--- config.mk ---
export PLATFORM = sky130hd
export DESIGN_NAME = sc_act_seq
export DESIGN_NICKNAME = d
export VERILOG_FILES = /design/src/rtl/sc_act_pkg.sv /design/src/rtl/sc_tick_cnt.sv /design/src/rtl/sc_status.sv /design/src/rtl/sc_act_seq.sv
export SDC_FILE = /design/constraint.sdc
export NUM_CORES = 1
export LEC_CHECK = 0
export BUFFER_PORTS_ARGS = -buffer_cell sky130_fd_sc_hd__buf_2
export CORE_ASPECT_RATIO = 1.1
export CORE_UTILIZATION = 58
export CTS_CLUSTER_SIZE = 14
export DETAILED_ROUTE_END_ITERATION = 10
export PLACE_DENSITY = 0.78
export SYNTH_ARGS = -nofsm -noshare
export SYNTH_HDL_FRONTEND = slang
export SYNTH_SLANG_ARGS = --single-unit
--- constraint.sdc ---
create_clock -name clk -period 2.7 [get_ports clk]
set_input_delay 0.405 -clock clk [delete_from_list [all_inputs] [get_ports clk]]
set_output_delay 0.405 -clock clk [all_outputs]
set_load 0.05 [all_outputs]
--- src/rtl/sc_act_pkg.sv ---
package sc_act_pkg;

  typedef enum logic [2:0] {
    ST_IDLE   = 3'd0,
    ST_SUPPLY = 3'd1,
    ST_IOWAIT = 3'd2,
    ST_CLKRUN = 3'd3,
    ST_ACTIVE = 3'd4,
    ST_DEACT  = 3'd5
  } seq_state_e;

  localparam int SB_PRESENT  = 0;
  localparam int SB_VCCOK    = 1;
  localparam int SB_SESSION  = 2;
  localparam int SB_SUPFAULT = 3;
  localparam int SB_THERMAL  = 4;
  localparam int SB_PWRDN    = 5;
  localparam int SB_SETTLE   = 6;

  localparam int DEACT_PHASES = 4;

endpackage

--- src/rtl/sc_tick_cnt.sv ---
module sc_tick_cnt #(
  parameter int W = 8
) (
  input  logic         clk,
  input  logic         rst,
  input  logic         clr,
  input  logic         en,
  input  logic [W-1:0] limit,
  output logic         hit
);

  logic [W-1:0] cnt_q;

  assign hit = en && (cnt_q == limit - W'(1));

  always_ff @(posedge clk) begin
    if (rst || clr) begin
      cnt_q <= '0;
    end else if (en) begin
      cnt_q <= cnt_q + W'(1);
    end
  end

endmodule

--- src/rtl/sc_status.sv ---
module sc_status #(
  parameter int DW = 8
) (
  input  logic          clk,
  input  logic          rst,
  input  logic          rd_en,
  input  logic          card_present,
  input  logic          vcc_ok,
  input  logic          session,
  input  logic          sup_fault_set,
  input  logic          thermal_set,
  input  logic          pwrdn,
  input  logic          settling,
  output logic [DW-1:0] rd_data,
  output logic          irq_n
);
  import sc_act_pkg::*;

  logic sup_fault_q;
  logic thermal_q;
  logic [DW-1:0] status;

  always_comb begin
    status = '0;
    status[SB_PRESENT]  = card_present;
    status[SB_VCCOK]    = vcc_ok;
    status[SB_SESSION]  = session;
    status[SB_SUPFAULT] = sup_fault_q;
    status[SB_THERMAL]  = thermal_q;
    status[SB_PWRDN]    = pwrdn;
    status[SB_SETTLE]   = settling;
  end

  always_ff @(posedge clk) begin
    if (rst) begin
      sup_fault_q <= 1'b0;
      thermal_q   <= 1'b0;
      rd_data     <= '0;
      irq_n       <= 1'b0;
    end else begin
      if (rd_en) begin
        rd_data <= status;
      end
      sup_fault_q <= sup_fault_set || (sup_fault_q && !rd_en);
      thermal_q   <= thermal_set || (thermal_q && !rd_en);
      irq_n       <= !(settling || sup_fault_q || thermal_q);
    end
  end

endmodule

--- src/rtl/sc_act_seq.sv ---
module sc_act_seq #(
  parameter int DW            = 8,
  parameter int SUP_TICKS     = 765,
  parameter int CLK_DLY_TICKS = 1,
  parameter int RST_CYCLES    = 42000,
  parameter int DEACT_TICKS   = 150,
  parameter int SETTLE_TICKS  = 15000
) (
  input  logic          clk,
  input  logic          rst,
  input  logic          osc_tick,
  input  logic          cclk_tick,
  input  logic          wr_en,
  input  logic [DW-1:0] wr_data,
  input  logic          rd_en,
  output logic [DW-1:0] rd_data,
  input  logic          card_present,
  input  logic          vcc_ok,
  input  logic          over_temp,
  input  logic          pwrdn_req,
  output logic          vcc_en,
  output logic          io_en,
  output logic          clk_en,
  output logic          rst_card,
  output logic          irq_n
);
  import sc_act_pkg::*;

  localparam int STEP_TICKS = DEACT_TICKS / DEACT_PHASES;
  localparam int OSC_W      = $clog2(SUP_TICKS + CLK_DLY_TICKS + STEP_TICKS + 1);
  localparam int CC_W       = $clog2(RST_CYCLES + 1);
  localparam int ST_W       = $clog2(SETTLE_TICKS + 1);
  localparam int PH_W       = $clog2(DEACT_PHASES);

  seq_state_e state_q, state_d;
  logic [PH_W-1:0] phase_q, phase_d;
  logic [OSC_W-1:0] osc_limit;
  logic osc_hit, cc_hit, settle_hit;
  logic step_clr;
  logic pd_q, pd_fall, settling_q;
  logic start_ok, stop_cmd, powered, sup_fault;

  assign powered  = (state_q == ST_SUPPLY) || (state_q == ST_IOWAIT) ||
                    (state_q == ST_CLKRUN) || (state_q == ST_ACTIVE);
  assign start_ok = wr_en && wr_data[0] && card_present && !settling_q &&
                    !pd_q && !over_temp;
  assign stop_cmd = wr_en && !wr_data[0];
  assign step_clr = (state_d != state_q) || (phase_d != phase_q);
  assign pd_fall  = pd_q && !pwrdn_req && (state_q == ST_IDLE);

  always_comb begin
    case (state_q)
      ST_SUPPLY: osc_limit = OSC_W'(SUP_TICKS);
      ST_IOWAIT: osc_limit = OSC_W'(CLK_DLY_TICKS);
      default:   osc_limit = OSC_W'(STEP_TICKS);
    endcase
  end

  sc_tick_cnt #(.W(OSC_W)) u_osc_cnt (
    .clk   (clk),
    .rst   (rst),
    .clr   (step_clr),
    .en    (osc_tick),
    .limit (osc_limit),
    .hit   (osc_hit)
  );

  sc_tick_cnt #(.W(CC_W)) u_cclk_cnt (
    .clk   (clk),
    .rst   (rst),
    .clr   (step_clr),
    .en    (cclk_tick && (state_q == ST_CLKRUN)),
    .limit (CC_W'(RST_CYCLES)),
    .hit   (cc_hit)
  );

  sc_tick_cnt #(.W(ST_W)) u_settle_cnt (
    .clk   (clk),
    .rst   (rst),
    .clr   (pd_fall),
    .en    (osc_tick && settling_q),
    .limit (ST_W'(SETTLE_TICKS)),
    .hit   (settle_hit)
  );

  always_comb begin
    state_d   = state_q;
    phase_d   = phase_q;
    sup_fault = 1'b0;
    case (state_q)
      ST_IDLE: begin
        if (start_ok) state_d = ST_SUPPLY;
      end
      ST_SUPPLY: begin
        if (osc_hit) begin
          if (vcc_ok) begin
            state_d = ST_IOWAIT;
          end else begin
            state_d   = ST_DEACT;
            sup_fault = 1'b1;
          end
        end
      end
      ST_IOWAIT: begin
        if (osc_hit) state_d = ST_CLKRUN;
      end
      ST_CLKRUN: begin
        if (cc_hit) state_d = ST_ACTIVE;
      end
      ST_DEACT: begin
        if (osc_hit) begin
          if (phase_q == PH_W'(DEACT_PHASES - 1)) begin
            state_d = ST_IDLE;
            phase_d = '0;
          end else begin
            phase_d = phase_q + PH_W'(1);
          end
        end
      end
      default: state_d = state_q;
    endcase
    if (powered && (over_temp || stop_cmd)) begin
      state_d = ST_DEACT;
      phase_d = '0;
    end
  end

  always_ff @(posedge clk) begin
    if (rst) begin
      state_q <= ST_IDLE;
      phase_q <= '0;
    end else begin
      state_q <= state_d;
      phase_q <= phase_d;
    end
  end

  always_ff @(posedge clk) begin
    if (rst) begin
      vcc_en   <= 1'b0;
      io_en    <= 1'b0;
      clk_en   <= 1'b0;
      rst_card <= 1'b0;
    end else begin
      case (state_d)
        ST_SUPPLY: begin
          vcc_en <= 1'b1; io_en <= 1'b0; clk_en <= 1'b0; rst_card <= 1'b0;
        end
        ST_IOWAIT: begin
          vcc_en <= 1'b1; io_en <= 1'b1; clk_en <= 1'b0; rst_card <= 1'b0;
        end
        ST_CLKRUN: begin
          vcc_en <= 1'b1; io_en <= 1'b1; clk_en <= 1'b1; rst_card <= 1'b0;
        end
        ST_ACTIVE: begin
          vcc_en <= 1'b1; io_en <= 1'b1; clk_en <= 1'b1; rst_card <= 1'b1;
        end
        ST_DEACT: begin
          rst_card <= 1'b0;
          clk_en   <= clk_en && (phase_d < PH_W'(1));
          io_en    <= io_en  && (phase_d < PH_W'(2));
          vcc_en   <= vcc_en && (phase_d < PH_W'(3));
        end
        default: begin
          vcc_en <= 1'b0; io_en <= 1'b0; clk_en <= 1'b0; rst_card <= 1'b0;
        end
      endcase
    end
  end

  always_ff @(posedge clk) begin
    if (rst) begin
      pd_q       <= 1'b0;
      settling_q <= 1'b1;
    end else begin
      if (state_q == ST_IDLE) pd_q <= pwrdn_req;
      if (pd_fall) begin
        settling_q <= 1'b1;
      end else if (settle_hit) begin
        settling_q <= 1'b0;
      end
    end
  end

  sc_status #(.DW(DW)) u_status (
    .clk           (clk),
    .rst           (rst),
    .rd_en         (rd_en),
    .card_present  (card_present),
    .vcc_ok        (vcc_ok),
    .session       (vcc_en),
    .sup_fault_set (sup_fault),
    .thermal_set   (over_temp),
    .pwrdn         (pd_q),
    .settling      (settling_q),
    .rd_data       (rd_data),
    .irq_n         (irq_n)
  );

endmodule

==> impl_metrics.sql <==
INSERT INTO impl_metrics (metric_group, metric, value, unit) VALUES
('outcome', 'outcome', 'complete, no violations', ''),
('cts', 'ctsRootBufferMaster', 'clkbuf_8', ''),
('min_path', 'hp-class', 'input port to register', ''),
('detailed_routing', 'drt_drc_violations_left', '0', ''),
('critical_path', 'critPathLaunchType', 'register', ''),
('logic_synthesis', 'number_of_enable_type_register_cells_in_the_synthesized_netlist', '0', ''),
('timing', 'fin_tns_setup', '0', 'ns'),
('detailed_routing', 'met3_length', '191', 'um'),
('detailed_routing', 'drt-vias-per-instance', '5.60', ''),
('logic_synthesis', 'synth_area', '0.00298', 'mm2'),
('timing', 'hold_violations', '0', ''),
('logic_synthesis', 'synth_async_sr_flop_share', '0', '%'),
('floorplanning', 'floorplan.initialDensity', '62.2', '%'),
('detailed_routing', 'vias_after_detailed_routing', '2358', ''),
('logic_synthesis', 'yosysWarnings', '0', ''),
('critical_path', 'timing.critical_path.fanout_max', '10', ''),
('critical_path', 'critPathArrivalTime', '2.61', 'ns'),
('timing', 'clock.fmax', '0.425', 'GHz'),
('critical_path', 'timing.critical_path.to_type', 'register', ''),
('cells_and_area', 'final_cell_mix', '69 x nor2_1, 61 x dfxtp_1, 27 x nand2_1', ''),
('cts', 'post_cts_resized', '0', ''),
('timing', 'timing.final.max_slew_violations', '0', ''),
('cts', 'postCtsHoldBufs', '0', ''),
('logic_synthesis', 'post_synth.cell_area_avg', '8.89', 'um2'),
('timing', 'finalCriticalPeriod', '2.35', 'ns'),
('global_route', 'grt_pass1_wl', '9740', 'um'),
('place', 'placement.io_buffers', '22', ''),
('place', 'dp_hpwl', '4000', 'um'),
('cts', 'cts_sinks', '61', ''),
('floorplanning', 'design.portCount', '31', ''),
('detailed_routing', 'highest_layer', 'met4', ''),
('cts', 'cts_made_buffers', '9', ''),
('global_route', 'grt_start_max_net_pins', '23', ''),
('timing', 'report.final.setup_viol', '0', ''),
('logic_synthesis', 'ys_ff_latch', '61', ''),
('cts', 'ctsHtreeMaxLevel', '3', ''),
('cells_and_area', 'layout.cells.most_common', 'nor2_1', ''),
('timing', 'rsz_0062_raised_after_global_routing', 'no', ''),
('timing', 'fin_crit_sh', '87.1', '%'),
('logic_synthesis', 'cells_after_synthesis', '335', ''),
('cts', 'post-cts-setup-buffers', '0', ''),
('global_route', 'grt.total_usage', '22.5', '%'),
('logic_synthesis', 'ys_dominant_reg_cell', 'dfxtp_1', ''),
('global_route', 'grt-ovfl-total', '0', ''),
('place', 'post-place-cells', '406', ''),
('cells_and_area', 'final_cells', '421', ''),
('cts', 'tritoncts_clock_tree', 'yes', ''),
('power_and_ir_drop', 'ir_worst_vdd', '0.000367', 'V'),
('critical_path', 'worstPathRequired', '2.96', 'ns'),
('global_route', 'vias_in_the_first_global_route', '2304', ''),
('logic_synthesis', 'synthesized_nets', '358', ''),
('logic_synthesis', 'yosysUniqueCellTypes', '61', ''),
('power_and_ir_drop', 'static-leakage-power', '1.29', 'nW'),
('cts', 'clk_pin_slew_worst_paths', '0.06', 'ns'),
('cells_and_area', 'antenna-diode-count', '0', ''),
('cells_and_area', 'design.final.nets', '384', ''),
('detailed_routing', 'route.met2.wl', '2550', 'um'),
('detailed_routing', 'routed_wirelength', '5600', 'um'),
('floorplanning', 'y_dimension_of_the_die', '77.1', 'um'),
('cells_and_area', 'fraction_of_layout_instances_using_a_drive_strength_above_1', '16.2', '%'),
('cells_and_area', 'flow.area_growth_from_synthesis', '11.0', '%'),
('logic_synthesis', 'part_of_the_yosys_area_used_for_sequential_elements', '41.0', '%'),
('detailed_routing', 'detail_route.wl_per_cell', '13.3', 'um'),
('timing', 'worst_slew_pin_slew', '0.591', 'ns'),
('critical_path', 'worst_path_class_setup', 'register to register', ''),
('timing', 'skew_final', '0.00578', 'ns'),
('floorplanning', 'core_area', '0.00478', 'mm2'),
('run', 'max_cap_violations', '0', ''),
('power_and_ir_drop', 'total_power_per_unit_cell_area', '603', 'mW/mm2'),
('floorplanning', 'floorplan.die.width', '70.3', 'um'),
('floorplanning', 'fp.dieArea', '0.00542', 'mm2'),
('cts', 'clock_path_buffers', '2', ''),
('place', 'globalplace.congestion', '0.844', ''),
('detailed_routing', 'drt_pre_antenna_iters', '4', ''),
('global_route', 'antenna_violations_before_repair', '0', ''),
('detailed_routing', 'initialDrtViolationCount', '95', ''),
('cts', 'clk-insertion-delay-late', '0.33', 'ns'),
('timing', 'worst_slew_margin', '60.3', '%'),
('floorplanning', 'std_cell_rows', '26', ''),
('detailed_routing', 'postRouteAntennaNets', '0', ''),
('detailed_routing', 'routedLengthMet1', '2730', 'um');
-- Yosys cell counts, drive strengths merged (2+ instances only) --
cell type  count  area [um2]
buf           10        58.8
or2            2        12.5
o21ai          6        30.0
and4           2        17.5
mux2i         13         134
xnor2         13         114
and3          11        68.8
dfxtp         61        1220
nor2b          3        18.8
o22ai          2        12.5
nor3b          2        26.3
nand2b         2        12.5
and2           2        12.5
or3            2        17.5
ha             5        62.6
nand4         10        77.6
xor2          24         210
o21a           2        15.0
inv            7        26.3
o31ai          2        28.8
nor4b          3        26.3
nand3         12        60.1
nor3           7        40.0
nand2         29         114
nor2          70         265
a21oi          6        30.0
clkbuf         3        11.3
nor4           5        52.6
and4b          2        20.0
-- cell families after synthesis --
group | count (synthesis) | share of synthesized area, %
AND/OR/NAND/NOR | 168 | 29.6
flip-flops | 61 | 41.0
XOR/XNOR | 37 | 10.9
AO/OA/AOI/OAI | 30 | 8.53
buffers and inverters | 20 | 3.24
multiplexers | 13 | 4.50
adder cells (fa/ha/maj) | 5 | 2.10
other | 1 | 0.126
-- critical path, cell delays in order (launching register included) --
cell	delay, ns
dfxtp_1	0.34
buf_4	0.18
and4b_1	0.33
nand4_4	0.15
o311ai_1	0.29
and4_1	0.46
o211ai_2	0.17
buf_4	0.21
nor2_1	0.14
-- state kept, by name (all words and copies together) (netlist names) --
register	flops
u_cclk_cnt.cnt_q	16
u_settle_cnt.cnt_q	14
u_osc_cnt.cnt_q	10
u_status.rd_data	7
state_q	3
phase_q	2
clk_en	1
io_en	1
pd_q	1
rst_card	1
settling_q	1
u_status.irq_n	1
u_status.sup_fault_q	1
u_status.thermal_q	1
vcc_en	1
-- layer usage --
layer / up-vias / GRT usage, %
met1: 1105 / 27.7
met2: 40 / 35.1
li1: 1202 / -
met4: 0 / 12.0
met5: - / 0
met3: 11 / 6.70
-- final cells by class --
class                   count  area (um2)
well taps                  56        70.1
fillers                   408        1480
clock buffers              13         149
repair buffers             28         168
inverters                   7        26.3
flip-flops and latches     61        1220
clock inverters             2        10.0
multi-input cells         254        1660
-- power by group --
| part | switching, W | internal, W | total [W] |
|---|---|---|---|
| combinational | 0.000232 | 0.000122 | 0.000354 |
| sequential | 0.0000262 | 0.000933 | 0.000959 |
| clock | 0.000328 | 0.000351 | 0.000678 |
-- per-stage QoR --
stage	cell area [um2]	hold slack (ns)	power, W	utilization, %	worst slack (ns)
floorplan	2980	0.424	0.00124	-	0.492
global placement	3140	0.447	0.00132	65.8	0.454
detailed placement	3140	0.447	0.00133	65.8	0.393
CTS	3300	0.310	0.00201	69.1	0.353
global route	3300	0.330	0.00208	69.1	0.233
finish	3300	0.317	0.00199	69.1	0.348
-- path summary, 6_finish.rpt --
check	slack (ns)	end	from	cells after the start
min	0.32	u_status.rd_data[0]	card_present	3
max	0.35	u_cclk_cnt.cnt_q[3]	state_q[2]	8
max reg2reg	0.35	u_cclk_cnt.cnt_q[3]	state_q[2]	8
min reg2reg	0.46	u_status.irq_n	u_status.sup_fault_q	1
Power figures use the tool's default switching activity.
